==> config.mk <==
export PLATFORM = sky130hd
export DESIGN_NAME = pio_out_port
export DESIGN_NICKNAME = d
export VERILOG_FILES = /design/src/rtl/pio_pkg.sv /design/src/rtl/pio_xfer_engine.sv /design/src/rtl/pio_status_regs.sv /design/src/rtl/pio_out_port.sv
export SDC_FILE = /design/constraint.sdc
export NUM_CORES = 1
export LEC_CHECK = 0
export CAP_MARGIN = 20
export CORE_MARGIN = 2
export CORE_UTILIZATION = 38
export DETAILED_ROUTE_END_ITERATION = 10
export PLACE_DENSITY = 0.78
export REMOVE_ABC_BUFFERS = 1
export SLEW_MARGIN = 5
export SYNTH_ARGS = -nofsm -noshare
export SYNTH_HDL_FRONTEND = slang
export SYNTH_HIERARCHICAL = 1
export SYNTH_SLANG_ARGS = --single-unit
==> constraint.sdc <==
create_clock -name clk -period 2.6 [get_ports clk]
set_clock_uncertainty 0.1 [all_clocks]
set_input_delay 0.26 -clock clk [delete_from_list [all_inputs] [get_ports clk]]
set_output_delay 0.26 -clock clk [all_outputs]
set_load 0.02 [all_outputs]
==> src/rtl/pio_pkg.sv <==
package pio_pkg;
   localparam int OFF_DATA   = 0;
   localparam int OFF_STATUS = 1;
   localparam int BIT_BUSY   = 0;
   localparam int BIT_IE     = 1;
   localparam int BIT_DONE   = 2;
   localparam int BIT_OVR    = 3;
   localparam int STATUS_W   = 4;
endpackage

==> src/rtl/pio_xfer_engine.sv <==
module pio_xfer_engine #(
   parameter int DATA_W = 8
) (
   input  logic              clk,
   input  logic              rst_n,
   input  logic              load,
   input  logic [DATA_W-1:0] load_data,
   input  logic              dev_ready,
   output logic              dev_valid,
   output logic [DATA_W-1:0] dev_data,
   output logic              xfer_done
);
   assign xfer_done = dev_valid && dev_ready;

   always_ff @(posedge clk) begin
      if (!rst_n) begin
         dev_valid <= 1'b0;
         dev_data  <= '0;
      end else if (load && !dev_valid) begin
         dev_valid <= 1'b1;
         dev_data  <= load_data;
      end else if (xfer_done) begin
         dev_valid <= 1'b0;
      end
   end

   // byte held steady while the device stalls
   assert_hold_while_stalled_R3: assert property (@(posedge clk) disable iff (!rst_n)
      (dev_valid && !dev_ready) |=> (dev_valid && $stable(dev_data)));

   // offer withdrawn after acceptance
   assert_drop_after_accept_R4: assert property (@(posedge clk) disable iff (!rst_n)
      (dev_valid && dev_ready) |=> !dev_valid);
endmodule

==> src/rtl/pio_status_regs.sv <==
module pio_status_regs (
   input  logic clk,
   input  logic rst_n,
   input  logic xfer_done,
   input  logic ovr_set,
   input  logic ctl_wr,
   input  logic ie_val,
   input  logic clr_done,
   input  logic clr_ovr,
   output logic ie,
   output logic done,
   output logic ovr
);
   always_ff @(posedge clk) begin
      if (!rst_n) begin
         ie   <= 1'b0;
         done <= 1'b0;
         ovr  <= 1'b0;
      end else begin
         if (ctl_wr) ie <= ie_val;
         if (xfer_done)                done <= 1'b1;
         else if (ctl_wr && clr_done)  done <= 1'b0;
         if (ovr_set)                  ovr <= 1'b1;
         else if (ctl_wr && clr_ovr)   ovr <= 1'b0;
      end
   end

   // a completion always leaves done set, even against a clear
   assert_done_sets_R6: assert property (@(posedge clk) disable iff (!rst_n)
      xfer_done |=> done);

   // clear without a competing completion empties done
   assert_done_clears_R6: assert property (@(posedge clk) disable iff (!rst_n)
      (ctl_wr && clr_done && !xfer_done) |=> !done);

   // overrun clear works
   assert_ovr_clears_R7: assert property (@(posedge clk) disable iff (!rst_n)
      (ctl_wr && clr_ovr && !ovr_set) |=> !ovr);
endmodule

==> src/rtl/pio_out_port.sv <==
module pio_out_port #(
   parameter int DATA_W = 8,
   parameter int BUS_W  = 8,
   parameter int ADDR_W = 2,
   parameter bit IRQ_EN = 1'b1
) (
   input  logic              clk,
   input  logic              rst_n,
   input  logic              bus_sel,
   input  logic              bus_we,
   input  logic [ADDR_W-1:0] bus_addr,
   input  logic [BUS_W-1:0]  bus_wdata,
   output logic [BUS_W-1:0]  bus_rdata,
   output logic              dev_valid,
   output logic [DATA_W-1:0] dev_data,
   input  logic              dev_ready,
   output logic              irq
);
   import pio_pkg::*;

   initial begin
      if (DATA_W < 1 || DATA_W > BUS_W)
         $error("pio_out_port: DATA_W must lie in 1..BUS_W");
      if (BUS_W < STATUS_W)
         $error("pio_out_port: BUS_W too narrow for status word");
      if (ADDR_W < 1)
         $error("pio_out_port: ADDR_W must be at least 1");
   end

   localparam logic [ADDR_W-1:0] A_DATA   = ADDR_W'(OFF_DATA);
   localparam logic [ADDR_W-1:0] A_STATUS = ADDR_W'(OFF_STATUS);

   logic wr_data, wr_status, busy, xfer_done;
   logic ie, done, ovr;
   logic [BUS_W-1:0] status_word;

   assign wr_data   = bus_sel && bus_we && (bus_addr == A_DATA);
   assign wr_status = bus_sel && bus_we && (bus_addr == A_STATUS);

   pio_xfer_engine #(.DATA_W(DATA_W)) u_engine (
      .clk       (clk),
      .rst_n     (rst_n),
      .load      (wr_data),
      .load_data (bus_wdata[DATA_W-1:0]),
      .dev_ready (dev_ready),
      .dev_valid (dev_valid),
      .dev_data  (dev_data),
      .xfer_done (xfer_done)
   );

   assign busy = dev_valid;

   pio_status_regs u_status (
      .clk       (clk),
      .rst_n     (rst_n),
      .xfer_done (xfer_done),
      .ovr_set   (wr_data && busy),
      .ctl_wr    (wr_status),
      .ie_val    (bus_wdata[BIT_IE]),
      .clr_done  (bus_wdata[BIT_DONE]),
      .clr_ovr   (bus_wdata[BIT_OVR]),
      .ie        (ie),
      .done      (done),
      .ovr       (ovr)
   );

   always_comb begin
      status_word           = '0;
      status_word[BIT_BUSY] = busy;
      status_word[BIT_IE]   = ie;
      status_word[BIT_DONE] = done;
      status_word[BIT_OVR]  = ovr;
   end

   always_comb begin
      if (bus_addr == A_DATA)        bus_rdata = BUS_W'(dev_data);
      else if (bus_addr == A_STATUS) bus_rdata = status_word;
      else                           bus_rdata = '0;
   end

   generate
      if (IRQ_EN) begin : g_irq
         assign irq = done && ie;
      end else begin : g_no_irq
         assign irq = 1'b0;
      end
   endgenerate

   // a write during a transfer is dropped and flagged
   assert_busy_write_dropped_R5: assert property (@(posedge clk) disable iff (!rst_n)
      (wr_data && busy) |=> (ovr && $stable(dev_data)));

   // an idle write starts a transfer
   assert_idle_write_starts_R2: assert property (@(posedge clk) disable iff (!rst_n)
      (wr_data && !busy) |=> dev_valid);
endmodule

# Word-level counts from Yosys, hierarchy flattened
# Index checks and enable logic that the tools add are counted.
[totals]
reg_bits = 12
input_bits = 15
out_inout_bits = 18
wordCells = 28
[classes]
n_eq_ne = 1
n_mux = 8
n_reduce_logical = 14
[ops]
columns = ["op", "n"]
rows = [
  ["logical AND 1 bit", 9],
  ["2-to-1 mux 8 bit", 1],
  ["2-to-1 mux 1 bit", 6],
  ["nonzero test 2 bit", 3],
  ["2-to-1 mux 4 bit", 1],
  ["equality test 2 x 1 -> 1 bit, second input constant", 1],
  ["logical NOT 2 bit", 1],
  ["logical NOT 1 bit", 1],
]

# Logic depth before layout (Yosys ltp)
[logic_depth]
ltp_word = 5
mapped_depth = 5
depth_no_buf = 4

# By module
# Netlist, hierarchy kept.
[by_module_without_submodules]
columns = ["module", "instances", "cells_each", "area_per_inst_um2", "seq_area_each_um2"]
rows = [
  ["pio_xfer_engine", 1, 40, 380.4, 180.2],
  ["pio_out_port", 1, 19, 138.9, 0.0],
  ["pio_status_regs", 1, 11, 106.4, 60.1],
]

# Worst setup path before layout
# Ideal clock, no wire load.
[synth_path]
path_kind = "register to output"
from = "register u_engine.dev_valid"
to = "output port bus_rdata[0]"
arrival_ns = 0.929
t_required_ns = 2.240
path_slack_ns = 1.311
path_stages_with_launch = 3
n_path_buf = 0
path_cell_list = "dfxtp_1 mux2i_1 nor2_1"
[synth_between]
elab_chain_cells = 2
[synth_rtl]
columns = ["item", "line", "source"]
rows = [
  ["start: declaration", "pio_xfer_engine.sv:9", "output logic dev_valid,"],
  ["start signal: assignment", "pio_xfer_engine.sv:17", "dev_valid <= 1'b0;"],
  ["start signal: assignment", "pio_xfer_engine.sv:20", "dev_valid <= 1'b1;"],
  ["start signal: assignment", "pio_xfer_engine.sv:23", "dev_valid <= 1'b0;"],
  ["2-to-1 mux 4 bit", "pio_out_port.sv:77", "else if (bus_addr == A_STATUS) bus_rdata = status_word;"],
  ["2-to-1 mux 8 bit", "pio_out_port.sv:76", "if (bus_addr == A_DATA) bus_rdata = BUS_W'(dev_data);"],
  ["end: declaration", "pio_out_port.sv:13", "output logic [BUS_W-1:0] bus_rdata,"],
]
# No other way between the ends.

# Worst setup path after layout
[layout_path]
from = "input port bus_addr[0]"
to = "output port bus_rdata[1]"
[layout_between]
elab_chain_cells = 3
[layout_rtl]
columns = ["item", "line", "source"]
rows = [
  ["start: declaration", "pio_out_port.sv:11", "input logic [ADDR_W-1:0] bus_addr,"],
  ["equality test 2 x 1 -> 1 bit", "pio_out_port.sv:77", ""],
  ["2-to-1 mux 4 bit", "pio_out_port.sv:77", ""],
  ["2-to-1 mux 8 bit (*)", "pio_out_port.sv:76", ""],
]
# Mark *: on every way between the ends. The rest lies on a longest branch, timed or not.

==> results.ini <==
[worst_setup_path]
crit_arrival_ns = 1.83
crit_buf_inv = 2
critPathKind = in -> out
crit_fanout = 7
path_cells = clkdlybuf4s50_1, mux2i_1, nor2_1, clkdlybuf4s50_1
crit_top_cell = clkdlybuf4s50_1
worstSetupStartpointType = input port
timing.critical_path.max_delay_family = buffers and inverters
slowest_stage = clkdlybuf4s50_1
critPathMaxStageDelay_ns = 0.71
worst_setup_path_end_kind = primary output
required_ns = 2.24

[synthesis]
synthTopCellsByArea = dfxtp_1 38%, mux2i_1 21%, nand2_1 10%, and2_2 6.0%, buf_6 5.4%
yosys.area.top_type_share = 0.384
syn_inst = 70
syn_area_per_cell_um2 = 8.94
yosysSeqAreaShare = 0.384
ys_warn_count = 6
syn_area_um2 = 626
ys_seq_elements = 12
yosysTopAreaCell = dfxtp_1
ys_types = 17

[detailed_routing]
first_iter_violations = 7
viasPerCell = 4.91
dr_total_vias = 575
wirelength_mm = 1.48
wire_per_inst_um = 12.6
drtAntennaViolNets = 0
first_pass_iters = 2
route.detailed.drc = 0

[die]
ios = 33
floorplan.core_area_um2 = 1520
die_w_um = 44.6
die_h_um = 44.6
rows = 14
initial_core_util = 0.411
die-area_um2 = 1990

[timing]
period_share = 0.841
min_period_ns = 2.19
report.final.hold_viol_count = 0
rsz0062_at_grt = no
holdWs_ns = 0.376
tightest_slew_ns = 0.647
maxSlewHeadroom = 0.567
max_freq_ghz = 0.457
tns_ns = 0
layout_setup_ws_ns = 0.413
final-max-slew-violation-count = 0
setup_viol = 0

[global_routing]
grt_util_all_layers = 0.173
grt_pass1_wl_mm = 2.51
grt_max_degree = 21
antenna_found_initial = 0
overflow = 0
grt_pass1_vias = 571

[final_layout]
seq_area_um2 = 240
syn_to_final_growth_pct = 51.4
layout.nets = 118
multi_input_area_um2 = 337
most-common-layout-cells = 32 x clkdlybuf4s50_1, 17 x nand2_1, 13 x mux2i_1
num_antenna_cells = 0
fill_cells = 143
final_common_cell = clkdlybuf4s50_1
stdcell_count = 117
drive_above_1_share = 0.0990
fin_util = 0.622

[placement]
place_ws_ns = 0.410
numPlacedInstances = 114
place_congestion = 0.689
dpl.hpwl_mm = 1.15
io_buffers = 32

[clocking]
cts.sinks = 12
cts_resized = 0
clockBufferDepth = 2
cts_max_level = 1
cts_tree = built
cts_setup_buffers = 0
cts-root-buf = clkbuf_4
path_clk_slew_ns = 0.07
cts-hold-fix-buffers = 0
clock_latency_ns = 0.27
cts_made_buffers = 3

[status]
status = complete, no violations

[power_and_ir_drop]
worst_ir_drop_vdd_mv = 0.347
leakagePower_nw = 0.348
p_per_area_nw_per_um2 = 385

[hold_path]
hold_class = reg -> reg

[flow_run]
cap_violations = 0

final timing paths:
kind	endpoint	startpoint	cells after the start	slack (ns)
worst max register to register	u_engine/dev_data[4]$_SDFFE_PN0P_	u_engine/dev_valid$_SDFFE_PN0P_	2	1.48
worst min register to register	u_engine/dev_data[7]$_SDFFE_PN0P_	u_engine/dev_data[7]$_SDFFE_PN0P_	2	0.38
worst min-delay path	u_engine/dev_data[7]$_SDFFE_PN0P_	u_engine/dev_data[7]$_SDFFE_PN0P_	2	0.38
worst max-delay path	bus_rdata[1]	bus_addr[0]	4	0.41
registers in the layout, indices dropped and copies added (netlist names):
signal / count
u_engine/dev_data: 8
u_engine/dev_valid: 1
u_status/done: 1
u_status/ie: 1
u_status/ovr: 1
routing by layer:
layer	part of all wire	GRT usage	vias to the layer above	wire length (µm)
li1	-	-	292	-
met1	0.40	0.193	263	598
met2	0.52	0.307	20	772
met3	0.071	0.0816	0	105
met4	0	0.0182	0	0
met5	0	0	-	0
report_power, final:
| part | total, W | internal (W) | switching [W] |
|---|---|---|---|
| clock network | 0.000112 | 0.0000536 | 0.0000586 |
| logic | 0.0000613 | 0.0000347 | 0.0000266 |
| registers | 0.000191 | 0.000188 | 0.00000349 |
| total | 0.000365 | 0.000276 | 0.0000887 |
final cells by class:
cell class,count,area share
clock buffer,3,0.0238
inverter,2,0.00793
multi-input combinational,52,0.355
sequential,12,0.254
tap,16,0.0211
timing repair buffer,32,0.338
cells in the mapped netlist, drive strengths merged:
cell / number
nor3: 1
nor3b: 1
nand2: 17
o21ai: 3
inv: 2
nor2: 6
a31oi: 2
and4: 1
dfxtp: 12
nor2b: 2
buf: 4
and2: 6
mux2i: 13
per-stage QoR:
step / cell area [µm²] / total power, W
global placement: 925 / 0.000255
CTS: 947 / 0.000369
detailed placement: 925 / 0.000257
floorplan: 584 / 0.000216
finish: 947 / 0.000365
global route: 947 / 0.000382
cells by family (layout without fill, tap and decap cells):
family                 Yosys count  in the layout  share of synthesized area
AO/OA/AOI/OAI                    5              5                     0.0440
AND/OR/NAND/NOR                 34             34                      0.286
buffers and inverters            6             37                     0.0780
flip-flops                      12             12                      0.384
multiplexers                    13             13                      0.208
worst register-to-register path: cells and delay by family, from the launching register on:
| kind | cells | cell delay, ns |
|---|---|---|
| DFF | 1 | 0.37 |
| muxes | 1 | 0.25 |
| and+or+nand+nor | 1 | 0.32 |
No activity file was read; power rests on OpenSTA's default activity.
